$ cat src/rtl/ecc_log_pkg.sv
package ecc_log_pkg;
  localparam int DW       = 32;
  localparam int AW       = 3;
  localparam int SW       = 16;
  localparam int SYN_W    = 8;
  localparam int DEST_W   = 8;
  localparam int XW       = 8;
  localparam int LINE_LSB = 7;
  localparam int LINE_W   = DW - LINE_LSB;
  localparam int SHORT_W  = 2;

  localparam int B_CE    = 0;
  localparam int B_UE    = 1;
  localparam int B_RFSH  = 8;
  localparam int B_LOCK  = 9;
  localparam int B_THERM = 11;

  localparam logic [SW-1:0] STAT_MASK = (SW'(1) << B_CE) | (SW'(1) << B_UE) |
                                        (SW'(1) << B_RFSH) | (SW'(1) << B_LOCK) |
                                        (SW'(1) << B_THERM);

  localparam logic [AW-1:0] OFF_STAT = 3'd0;
  localparam logic [AW-1:0] OFF_EAP  = 3'd1;
  localparam logic [AW-1:0] OFF_XADR = 3'd2;
  localparam logic [AW-1:0] OFF_SYN  = 3'd3;
  localparam logic [AW-1:0] OFF_DEST = 3'd4;
  localparam logic [AW-1:0] OFF_SERR = 3'd5;
  localparam logic [AW-1:0] OFF_SMI  = 3'd6;
  localparam logic [AW-1:0] OFF_SCI  = 3'd7;

  typedef struct packed {
    logic            loadLog;
    logic [SW-1:0]   setBits;
    logic [SW-1:0]   clrBits;
    logic            wrSerr;
    logic            wrSmi;
    logic            wrSci;
  } ctlStrobe_t;

  typedef struct packed {
    logic [LINE_W-1:0] line;
    logic              chan;
    logic              addrHi;
    logic [SYN_W-1:0]  syn;
    logic [DEST_W-1:0] dest;
  } errInfo_t;
endpackage

$ cat src/rtl/ecc_log_ctrl.sv
module ecc_log_ctrl
  import ecc_log_pkg::*;
(
  input  logic          clk,
  input  logic          rstN,
  input  logic          ceEvt,
  input  logic          ueEvt,
  input  logic          rfshEvt,
  input  logic          lockEvt,
  input  logic          thermEvt,
  input  logic [AW-1:0] regAddr,
  input  logic          regWrEn,
  input  logic [SW-1:0] regWrLo,
  input  logic [SW-1:0] curStat,
  output ctlStrobe_t    stb
);
  logic ceHeld, ueHeld, firstErr, ueOverCe;

  assign ceHeld   = curStat[B_CE];
  assign ueHeld   = curStat[B_UE];
  assign firstErr = (ceEvt | ueEvt) & ~ceHeld & ~ueHeld;
  assign ueOverCe = ueEvt & ceHeld & ~ueHeld;

  always_comb begin
    stb = '0;
    stb.loadLog         = firstErr | ueOverCe;
    stb.setBits[B_CE]    = ceEvt;
    stb.setBits[B_UE]    = ueEvt;
    stb.setBits[B_RFSH]  = rfshEvt;
    stb.setBits[B_LOCK]  = lockEvt;
    stb.setBits[B_THERM] = thermEvt;
    if (regWrEn && regAddr == OFF_STAT) stb.clrBits = regWrLo & STAT_MASK;
    stb.wrSerr = regWrEn && regAddr == OFF_SERR;
    stb.wrSmi  = regWrEn && regAddr == OFF_SMI;
    stb.wrSci  = regWrEn && regAddr == OFF_SCI;
  end

  // once the uncorrectable bit is held, no pulse reloads the log
  a_r6_no_reload_after_ue: assert property (@(posedge clk) disable iff (!rstN)
    curStat[B_UE] |-> !stb.loadLog);
endmodule

$ cat src/rtl/ecc_log_dp.sv
module ecc_log_dp
  import ecc_log_pkg::*;
(
  input  logic          clk,
  input  logic          rstN,
  input  ctlStrobe_t    stb,
  input  errInfo_t      info,
  input  logic [AW-1:0] regAddr,
  input  logic [DW-1:0] regWrData,
  output logic [SW-1:0] curStat,
  output logic [DW-1:0] regRdData,
  output logic          serrOut,
  output logic          smiOut,
  output logic          sciOut
);
  logic [SW-1:0]      statQ, serrQ;
  logic [SHORT_W-1:0] smiQ, sciQ;
  errInfo_t           logQ;
  logic [SW-1:0]      effSmi, effSci;

  always_ff @(posedge clk) begin
    if (!rstN) begin
      statQ <= '0;
      logQ  <= '0;
      serrQ <= '0;
      smiQ  <= '0;
      sciQ  <= '0;
    end else begin
      statQ <= ((statQ & ~stb.clrBits) | stb.setBits) & STAT_MASK;
      if (stb.loadLog) logQ <= info;
      if (stb.wrSerr) serrQ <= regWrData[SW-1:0] & STAT_MASK;
      if (stb.wrSmi)  smiQ  <= regWrData[SHORT_W-1:0];
      if (stb.wrSci)  sciQ  <= regWrData[SHORT_W-1:0];
    end
  end

  assign curStat = statQ;

  // per-source priority: system error, then management, then control
  always_comb begin
    effSmi = '0;
    effSci = '0;
    effSmi[SHORT_W-1:0] = smiQ & ~serrQ[SHORT_W-1:0];
    effSci[SHORT_W-1:0] = sciQ & ~serrQ[SHORT_W-1:0] & ~smiQ;
  end

  assign serrOut = |(statQ & serrQ);
  assign smiOut  = |(statQ & effSmi);
  assign sciOut  = |(statQ & effSci);

  always_comb begin
    regRdData = '0;
    case (regAddr)
      OFF_STAT: regRdData[SW-1:0] = statQ;
      OFF_EAP:  regRdData = {logQ.line, {(LINE_LSB-1){1'b0}}, logQ.chan};
      OFF_XADR: regRdData[0] = logQ.addrHi;
      OFF_SYN:  regRdData[SYN_W-1:0] = logQ.syn;
      OFF_DEST: regRdData[DEST_W-1:0] = logQ.dest;
      OFF_SERR: regRdData[SW-1:0] = serrQ;
      OFF_SMI:  regRdData[SHORT_W-1:0] = smiQ;
      default:  regRdData[SHORT_W-1:0] = sciQ;
    endcase
  end

  // uncorrectable over pending correctable takes over the log
  a_r5_ue_overwrite: assert property (@(posedge clk) disable iff (!rstN)
    stb.setBits[B_UE] && statQ[B_CE] && !statQ[B_UE] |=>
      logQ.syn == $past(info.syn) && logQ.line == $past(info.line) && statQ[B_CE] && statQ[B_UE]);
  // correctable pulse with a held ECC bit leaves the log alone
  a_r6_ce_held: assert property (@(posedge clk) disable iff (!rstN)
    stb.setBits[B_CE] && !stb.setBits[B_UE] && (statQ[B_CE] || statQ[B_UE]) |=> $stable(logQ));
  // the event wins a collision with its own clear
  a_r7_event_wins: assert property (@(posedge clk) disable iff (!rstN)
    stb.setBits[B_CE] |=> statQ[B_CE]);
  // no set and no clear keeps status
  a_r7_hold: assert property (@(posedge clk) disable iff (!rstN)
    stb.setBits == '0 && stb.clrBits == '0 |=> $stable(statQ));
  // enabled uncorrectable pulse raises the system-error line next cycle
  a_r9_ue_report: assert property (@(posedge clk) disable iff (!rstN)
    stb.setBits[B_UE] && serrQ[B_UE] && !stb.wrSerr |=> serrOut);
  // a source owned by the system-error path reaches no other line
  a_r10_exclusive: assert property (@(posedge clk) disable iff (!rstN)
    statQ == (SW'(1) << B_CE) && serrQ[B_CE] |-> !smiOut && !sciOut);
endmodule

$ cat src/rtl/ecc_err_log.sv
module ecc_err_log
  import ecc_log_pkg::*;
(
  input  logic              clk,
  input  logic              rstN,
  input  logic              ceEvt,
  input  logic              ueEvt,
  input  logic              rfshEvt,
  input  logic              lockEvt,
  input  logic              thermEvt,
  input  logic [LINE_W-1:0] evtLine,
  input  logic              evtChan,
  input  logic              evtAddrHi,
  input  logic [SYN_W-1:0]  evtSyn,
  input  logic [DEST_W-1:0] evtDest,
  input  logic [AW-1:0]     regAddr,
  input  logic              regWrEn,
  input  logic [DW-1:0]     regWrData,
  output logic [DW-1:0]     regRdData,
  output logic              serrOut,
  output logic              smiOut,
  output logic              sciOut
);
  ctlStrobe_t    stb;
  errInfo_t      info;
  logic [SW-1:0] curStat;

  assign info = '{line: evtLine, chan: evtChan, addrHi: evtAddrHi, syn: evtSyn, dest: evtDest};

  ecc_log_ctrl uCtrl (
    .clk(clk), .rstN(rstN), .ceEvt(ceEvt), .ueEvt(ueEvt), .rfshEvt(rfshEvt),
    .lockEvt(lockEvt), .thermEvt(thermEvt), .regAddr(regAddr), .regWrEn(regWrEn),
    .regWrLo(regWrData[SW-1:0]), .curStat(curStat), .stb(stb)
  );

  ecc_log_dp uDp (
    .clk(clk), .rstN(rstN), .stb(stb), .info(info), .regAddr(regAddr),
    .regWrData(regWrData), .curStat(curStat), .regRdData(regRdData),
    .serrOut(serrOut), .smiOut(smiOut), .sciOut(sciOut)
  );
endmodule

$ cat config.mk
export PLATFORM = sky130hd
export DESIGN_NAME = ecc_err_log
export DESIGN_NICKNAME = d
export VERILOG_FILES = /design/src/rtl/ecc_log_pkg.sv /design/src/rtl/ecc_log_ctrl.sv /design/src/rtl/ecc_log_dp.sv /design/src/rtl/ecc_err_log.sv
export SDC_FILE = /design/constraint.sdc
export NUM_CORES = 1
export LEC_CHECK = 0
export BUFFER_PORTS_ARGS = -buffer_cell sky130_fd_sc_hd__clkbuf_2
export CELL_PAD_IN_SITES_DETAIL_PLACEMENT = 1
export CELL_PAD_IN_SITES_GLOBAL_PLACEMENT = 2
export CORE_MARGIN = 4
export CORE_UTILIZATION = 28
export CTS_CLUSTER_SIZE = 12
export DETAILED_ROUTE_END_ITERATION = 8
export HOLD_SLACK_MARGIN = 0.08
export PLACE_DENSITY = 0.86
export SYNTH_ARGS = -nofsm -noshare
export SYNTH_HDL_FRONTEND = slang
export SYNTH_SLANG_ARGS = --single-unit
$ cat constraint.sdc
create_clock -name clk -period 1.8 [get_ports clk]
set_input_delay 0.36 -clock clk [delete_from_list [all_inputs] [get_ports clk]]
set_output_delay 0.36 -clock clk [all_outputs]
set_load 0.02 [all_outputs]
==> reports/summary.txt, run 1 <==
OUTCOME
--------------------------------------------------------------------------------------------
Result of the run                                                               complete, no violations

YOSYS
--------------------------------------------------------------------------------------------
Mux cell area share after synthesis                                                    5.11%
Flip-flop and latch count after synthesis                                                 57
Dominant combinational cell family by area after synthesis                      simple AND/OR/NAND/NOR gates
Cells after synthesis                                                                    323
Adder-cell area share of the yosys netlist                                                0%
Xor and xnor area share after synthesis                                                   0%
Async set-reset flop share out of synthesis                                               0%
Cell area after synthesis                                                           2740 um2
Count of unique library cells instantiated by Yosys                                       37
Post-synthesis sequential area ratio                                                   41.6%
Basic-gate share of the synthesized area counting and, or, nand and nor cells          28.2%
Mapped Avg Cell Area                                                                8.48 um2
Area fraction in compound gates after synthesis                                        19.3%
Most instantiated flip-flop cell in the synthesis netlist                       sky130_fd_sc_hd__dfxtp_1
Syn_nets                                                                                 409
Synthesis Warnings                                                                         0
EDFF count, synth                                                                          0

CTS
--------------------------------------------------------------------------------------------
H-tree lvl count                                                                           3
Worst-skew pair later-pin latency                                                    0.33 ns
Clock slew at the register clock pins of the worst setup and hold paths              0.07 ns
Total clock buffers created by CTS                                                         9
CTS Sinks                                                                                 57
Hold_buf cts                                                                               0
Cell chosen for the clock root                                                  sky130_fd_sc_hd__clkbuf_8
CTS tree                                                                                done
Clock Tree Buf Depth                                                                       2

CRITICAL PATH
--------------------------------------------------------------------------------------------
Worst flop-to-flop path startpoint                                              uDp.curStat[0]
Cell breakdown of the critical path                                             or4bb_1, nand2_1, clkbuf_8
Setup crit start kind                                                               register
Cell family contributing the most delay on the critical path                    simple AND/OR/NAND/NOR gates
Maximum fanout along the worst path                                                        4
FF-to-FF setup slack                                                                 0.44 ns
Kind of critical path                                                                reg2out
Required time at the worst-slack endpoint                                            1.44 ns
Number of buffer and inverter stages on the critical path                                  1
Critical path arrival                                                                1.43 ns
Cell with the largest stage delay on the worst path                             sky130_fd_sc_hd__or4bb_1
Number of cells traversed by the worst register-to-register path                           6
Setup crit end kind                                                               output pin
Terminus of the critical flop-to-flop path                                      uDp.logQ[13]
Crit path largest cell delay                                                         0.53 ns

STA
--------------------------------------------------------------------------------------------
Final TNS setup                                                                         0 ns
Clock skew                                                                        0.00513 ns
RSZ-0062 raised after global routing                                                    true
Post-layout minimum cycle time                                                       1.79 ns
Slew margin rel.                                                                       82.1%
Maximum clock rate                                                                   558 MHz
Part of the cycle the worst path needs                                                 99.6%
Measured slew at the worst slew-check pin                                           0.268 ns
Fin. Hold Viols                                                                            0
Number of max-slew violations in the final report                                          0
# setup viols final                                                                        0
Least setup slack across all paths after layout                                   0.00710 ns

FLOORPLAN
--------------------------------------------------------------------------------------------
Standard-cell rows                                                                        35
Count of boundary I/O pins                                                               121
Die Y-Extent                                                                          107 um
Placeable core region                                                               9370 um2
Effective utilization at floorplan                                                     29.2%
Total Die Area                                                                     11400 um2
Die X                                                                                 107 um

PWR
--------------------------------------------------------------------------------------------
Seq pwr share                                                                          47.7%
Static leakage                                                                       1.74 nW
Net Switching                                                                       0.770 mW
Worst IR drop on VDD                                                                0.281 mV
P_int                                                                                2.14 mW
Switching power share of the total                                                     26.4%
Fraction of power consumed by combinational cells                                      16.9%
Clock power share                                                                      35.4%
Total chip power                                                                     2.91 mW
Power per cell area                                                               763 nW/um2

GRT
--------------------------------------------------------------------------------------------
Initial antenna violation count                                                            0
Via count of the first global-routing pass                                              2662
Global-route total usage across every layer                                            14.7%
Total gr overflow                                                                          0
Maximum number of pins on one net before global-route repair                              58
Global-route wire length before repair                                              13200 um

FINAL LAYOUT
--------------------------------------------------------------------------------------------
Utilization after layout                                                               40.7%
Post-layout net count                                                                    518
Count of fill cells added during filler insertion                                       1154
Fraction of layout cells with a size suffix above 1                                    35.2%
Area Overhead vs Synth                                                                 39.3%
Antenna diode instance count                                                               0

ROUTE
--------------------------------------------------------------------------------------------
First-iteration detailed-routing DRC count                                                65
Iteration count of the initial detailed-routing pass                                       4
M1 WL                                                                                3840 um
Top metal layer carrying routed signals                                                 met4
Routed via count                                                                        2588
Avg Vias per Cell                                                                       4.59
Post-DR wirelength/cell                                                              14.8 um
Detail Route met3 WL                                                                  279 um
Antenna Nets Post-Route                                                                    0
Length of routed met2 wiring                                                         4100 um
Aggregate routed wire length                                                         8370 um
Residual DRC count                                                                         0

HOLD PATH
--------------------------------------------------------------------------------------------
Cell depth of the worst hold path                                                          3
Hold path start                                                                  evtLine[13]
Path type of the worst min-delay path                                                 in2reg
Hold-critical path endpoint                                                     uDp.logQ[31]

PLACED DESIGN
--------------------------------------------------------------------------------------------
Global placer's final weighted congestion                                              0.764
Worst slack at placement                                                          -0.0412 ns
Detailed-placement wirelength estimate                                               5760 um
Number of input and output port buffers inserted                                          93

FLOW RUN
--------------------------------------------------------------------------------------------
Number of maximum-capacitance violations                                                   0

area by class of cell:
class	count	area, um2	share of cell area [%]
timing repair buffer	120	841	22.0
tap	129	161	4.23
clock buffer	14	163	4.26
sequential	57	1150	30.1
inverter	1	3.75	0.0984
multi-input combinational	243	1500	39.2
flip-flops by register name (all words and copies together), names as in the netlist:
register,cells
uDp.sciQ,2
uDp.smiQ,2
uDp.logQ,43
uDp.serrQ,5
uDp.curStat,5
synth_stat cells, types with 2 or more instances:
cell type / instances / area share [%]
sky130_fd_sc_hd__buf_2: 7 / 1.3
sky130_fd_sc_hd__nand2_1: 97 / 13
sky130_fd_sc_hd__nor3b_1: 3 / 0.82
sky130_fd_sc_hd__dfxtp_1: 57 / 42
sky130_fd_sc_hd__nand3b_1: 2 / 0.55
sky130_fd_sc_hd__a22o_1: 5 / 1.6
sky130_fd_sc_hd__or4bb_1: 2 / 0.82
sky130_fd_sc_hd__nand4_1: 2 / 0.46
sky130_fd_sc_hd__nor3b_2: 2 / 0.91
sky130_fd_sc_hd__and2_1: 21 / 4.8
sky130_fd_sc_hd__a21boi_0: 19 / 5.2
sky130_fd_sc_hd__a21oi_1: 11 / 2.0
sky130_fd_sc_hd__buf_4: 4 / 1.1
sky130_fd_sc_hd__clkbuf_1: 6 / 0.82
sky130_fd_sc_hd__a21boi_1: 24 / 6.6
sky130_fd_sc_hd__a311oi_1: 2 / 0.64
sky130_fd_sc_hd__nor2b_1: 14 / 3.2
sky130_fd_sc_hd__buf_6: 2 / 0.82
sky130_fd_sc_hd__buf_8: 3 / 1.6
sky130_fd_sc_hd__a31oi_1: 2 / 0.46
sky130_fd_sc_hd__mux2i_1: 14 / 5.1
sky130_fd_sc_hd__nor2_1: 9 / 1.2
layout by cell type, fill, tap and decap left out, drive strengths merged, types with 2 or more instances in the layout:
master,netlist,layout
nand2,97,97
clkbuf,6,87
dfxtp,57,57
buf,16,47
a21boi,43,43
and2,21,21
nor2b,15,15
mux2i,14,14
a21oi,11,11
nor2,9,9
a22o,5,5
nor3b,5,5
a31oi,2,2
nand3b,2,2
or4bb,2,2
nand4,2,2
a311oi,2,2
tightest hold or removal path: stages:
cell                       delay [ns]
sky130_fd_sc_hd__clkbuf_2        0.08
sky130_fd_sc_hd__nand2_1         0.05
sky130_fd_sc_hd__a21boi_1        0.05
power by group through the flow:
stage	clock network (mW)	logic [mW]	registers, mW
after floorplan	0	0.286	1.40
after global placement	0	0.448	1.41
after detailed placement	0	0.459	1.41
after CTS	1.09	0.470	1.39
after global routing	1.14	0.552	1.40
final	1.03	0.493	1.39
logic make-up after synthesis:
kind of cell	after synthesis
simple gates	158
compound gates	71
flops	57
buf+inv	23
mux	14
layer usage:
| layer | global-route usage (%) | up-vias |
|---|---|---|
| li1 | - | 1296 |
| met1 | 17.9 | 1235 |
| met2 | 25.3 | 46 |
| met3 | 2.83 | 11 |
| met4 | 6.03 | 0 |
| met5 | 0 | - |
repair_timing:
action	in CTS	in global routing
endpoints found under the setup margin	25	28
pin swaps	3	3
cloned	0	2
gates resized for setup	18	48
setup buffers	0	2
stage by stage:
step | instances | hold slack [ns] | area (um2)
after floorplan | 323 | 0.430 | 2740
after global placement | 546 | 0.437 | 3450
after detailed placement | 546 | 0.443 | 3450
after CTS | 560 | 0.223 | 3660
after global routing | 564 | 0.241 | 3820
final | 564 | 0.246 | 3820
how the worst max path moves through the flow:
stage	from	to	slack, ns	depth (start not counted)
final	uDp.smiQ[1]	sciOut	0.007	3
after global routing	uDp.sciQ[1]	sciOut	-0.07	3
after CTS	uDp.logQ[0]	regRdData[0]	-0.02	5
after detailed placement	regAddr[1]	regRdData[21]	-0.04	6
after global placement	regAddr[1]	regRdData[21]	-0.03	6
after floorplan	regAddr[2]	regRdData[7]	0.04	5
(Power assumes the default switching activity.)
==> run 2, diff against run 1 <==
--- a/config.mk
+++ b/config.mk
@@ -5,7 +5,7 @@
 export SDC_FILE = /design/constraint.sdc
 export NUM_CORES = 1
 export LEC_CHECK = 0
-export BUFFER_PORTS_ARGS = -buffer_cell sky130_fd_sc_hd__clkbuf_2
+export BUFFER_PORTS_ARGS = -buffer_cell sky130_fd_sc_hd__buf_2
 export CELL_PAD_IN_SITES_DETAIL_PLACEMENT = 1
 export CELL_PAD_IN_SITES_GLOBAL_PLACEMENT = 2
 export CORE_MARGIN = 4
==> run 2 against run 1 <==
Against the previous run: final cell count shrank 1.8%; sequential cell count is the same; critical endpoint is now regRdData[0]; critical path depth grew 2; worst hold slack gained 0.017 ns; global-route usage shrank 0.39 points; core utilization shrank 2.0 points; clock power grew 6%; final area shrank 4.9%; non-clock buffer count shrank 11; maximum frequency shrank 0.33%.
==> reports/summary.txt, run 2 (synthesized netlist as in run 1, its figures left out) <==
GRT
--------------------------------------------------------------------------------------
Global-route wire length before repair                                        12900 um
Maximum number of pins on one net before global-route repair                        58
Via count of the first global-routing pass                                        2583
Initial antenna violation count                                                      0
Total gr overflow                                                                    0
Global-route total usage across every layer                                      14.3%

ROUTE
--------------------------------------------------------------------------------------
Residual DRC count                                                                   0
Aggregate routed wire length                                                   7990 um
First-iteration detailed-routing DRC count                                          69
Routed via count                                                                  2522
Iteration count of the initial detailed-routing pass                                 5
Antenna Nets Post-Route                                                              0
Post-DR wirelength/cell                                                        14.4 um
Avg Vias per Cell                                                                 4.55

FINAL LAYOUT
--------------------------------------------------------------------------------------
Fraction of layout cells with a size suffix above 1                              33.4%
Area Overhead vs Synth                                                           32.5%
Most frequent cells in the layout                                         97 x sky130_fd_sc_hd__nand2_1, 84 x sky130_fd_sc_hd__buf_2, 52 x sky130_fd_sc_hd__dfxtp_1
Commonest non-fill, non-tap cell in the layout                            sky130_fd_sc_hd__nand2_1
Antenna diode instance count                                                         0
Most flops, register                                                          uDp.logQ
Max reg flops                                                                       43
Post-layout net count                                                              507

CRITICAL PATH
--------------------------------------------------------------------------------------
Setup crit end kind                                                         output pin
Setup crit start kind                                                         register
Required time at the worst-slack endpoint                                      1.44 ns
Kind of critical path                                                          reg2out
Critical path arrival                                                          1.44 ns
Maximum fanout along the worst path                                                  3

STA
--------------------------------------------------------------------------------------
Final TNS setup                                                                   0 ns
Post-layout minimum cycle time                                                 1.80 ns
Part of the cycle the worst path needs                                           99.9%
Measured slew at the worst slew-check pin                                     0.388 ns
Slew margin rel.                                                                 74.0%
Clock skew                                                                  0.00590 ns
Maximum clock rate                                                             556 MHz
# setup viols final                                                                  0
Fin. Hold Viols                                                                      0
RSZ-0062 raised after global routing                                              true
Number of max-slew violations in the final report                                    0

FLOORPLAN
--------------------------------------------------------------------------------------
Die X                                                                           107 um
Total Die Area                                                               11400 um2
Effective utilization at floorplan                                               29.2%
Die Y-Extent                                                                    107 um
Standard-cell rows                                                                  35
Placeable core region                                                         9370 um2
Count of boundary I/O pins                                                         121

CTS
--------------------------------------------------------------------------------------
Worst-skew pair later-pin latency                                              0.33 ns
H-tree lvl count                                                                     3
CTS Sinks                                                                           57
Clock Tree Buf Depth                                                                 2
Clock slew at the register clock pins of the worst setup and hold paths        0.06 ns
Total clock buffers created by CTS                                                   9
Cell chosen for the clock root                                            sky130_fd_sc_hd__clkbuf_8
CTS tree                                                                          done
Post-CTS setup buffer count                                                          0

PLACED DESIGN
--------------------------------------------------------------------------------------
Global placer's final weighted congestion                                        0.787
Detailed-placement wirelength estimate                                         5580 um
Number of input and output port buffers inserted                                    93

PWR
--------------------------------------------------------------------------------------
Total chip power                                                               2.93 mW
Worst IR drop on VDD                                                          0.252 mV
Static leakage                                                                 1.67 nW
Power per cell area                                                         806 nW/um2

FLOW RUN
--------------------------------------------------------------------------------------
Number of maximum-capacitance violations                                             0

HOLD PATH
--------------------------------------------------------------------------------------
Path type of the worst min-delay path                                           in2reg

OUTCOME
--------------------------------------------------------------------------------------
Result of the run                                                         complete, no violations

[run 2: where the power goes]
part	switching [mW]	leakage, nW	total, mW	internal (mW)
clock network	0.490	0.0980	1.09	0.597
logic	0.244	1.10	0.455	0.210
registers	0.0441	0.471	1.39	1.34
total	0.778	1.67	2.93	2.15
[run 2: layout make-up]
cell class | count | area (um2)
multi-input cells | 243 | 1470
fillers | 1172 | 5740
flip-flops and latches | 57 | 1150
repair buffers | 109 | 669
clock buffers | 12 | 165
clock inverters | 3 | 15.0
inverters | 1 | 3.75
well taps | 129 | 161
[run 2: critical path, cell delays in order, from the launching register on]
cell	delay, ns
sky130_fd_sc_hd__dfxtp_2	0.33
sky130_fd_sc_hd__nor3b_2	0.14
sky130_fd_sc_hd__a311oi_1	0.24
sky130_fd_sc_hd__a21oi_1	0.09
sky130_fd_sc_hd__a2bb2oi_2	0.18
sky130_fd_sc_hd__buf_6	0.14
[run 2: metal layers]
layer  vias to the layer above  routed length (um)  global-route usage, %
li1                       1276                   -                      -
met1                      1200                3660                   17.8
met2                        44                4000                   24.5
met3                         2                 273                   3.31
met4                         0                  45                   4.38
met5                         -                   0                      0
[run 2: what timing repair did]
item	4_1_cts	5_1_grt
setup endpoints to repair	9	14
pin swaps	4	2
hold buffers	0	0
resized for setup	15	8
gates cloned	0	0
[run 2: metrics by stage]
stage | util [%] | hold WS, ns | cells | cell area (um2) | setup WS (ns)
finish | 38.7 | 0.263 | 554 | 3630 | 0.00115
global route | 38.7 | 0.246 | 554 | 3630 | -0.0754
CTS | 38.5 | 0.243 | 554 | 3610 | -0.0400
detailed placement | 36.1 | 0.441 | 539 | 3380 | -0.0311
global placement | 36.1 | 0.437 | 539 | 3380 | -0.00767
floorplan | - | 0.430 | 323 | 2740 | 0.0439
[run 2: final timing paths]
kind,from,endpoint,slack (ns),depth (start not counted)
setup / recovery,uDp.curStat[0],regRdData[0],0.001,5
hold reg to reg,uDp.logQ[35],uDp.logQ[35],0.45,2
setup reg to reg,uDp.curStat[0],uDp.logQ[1],0.42,6
hold / removal,rfshEvt,uDp.curStat[8],0.26,3
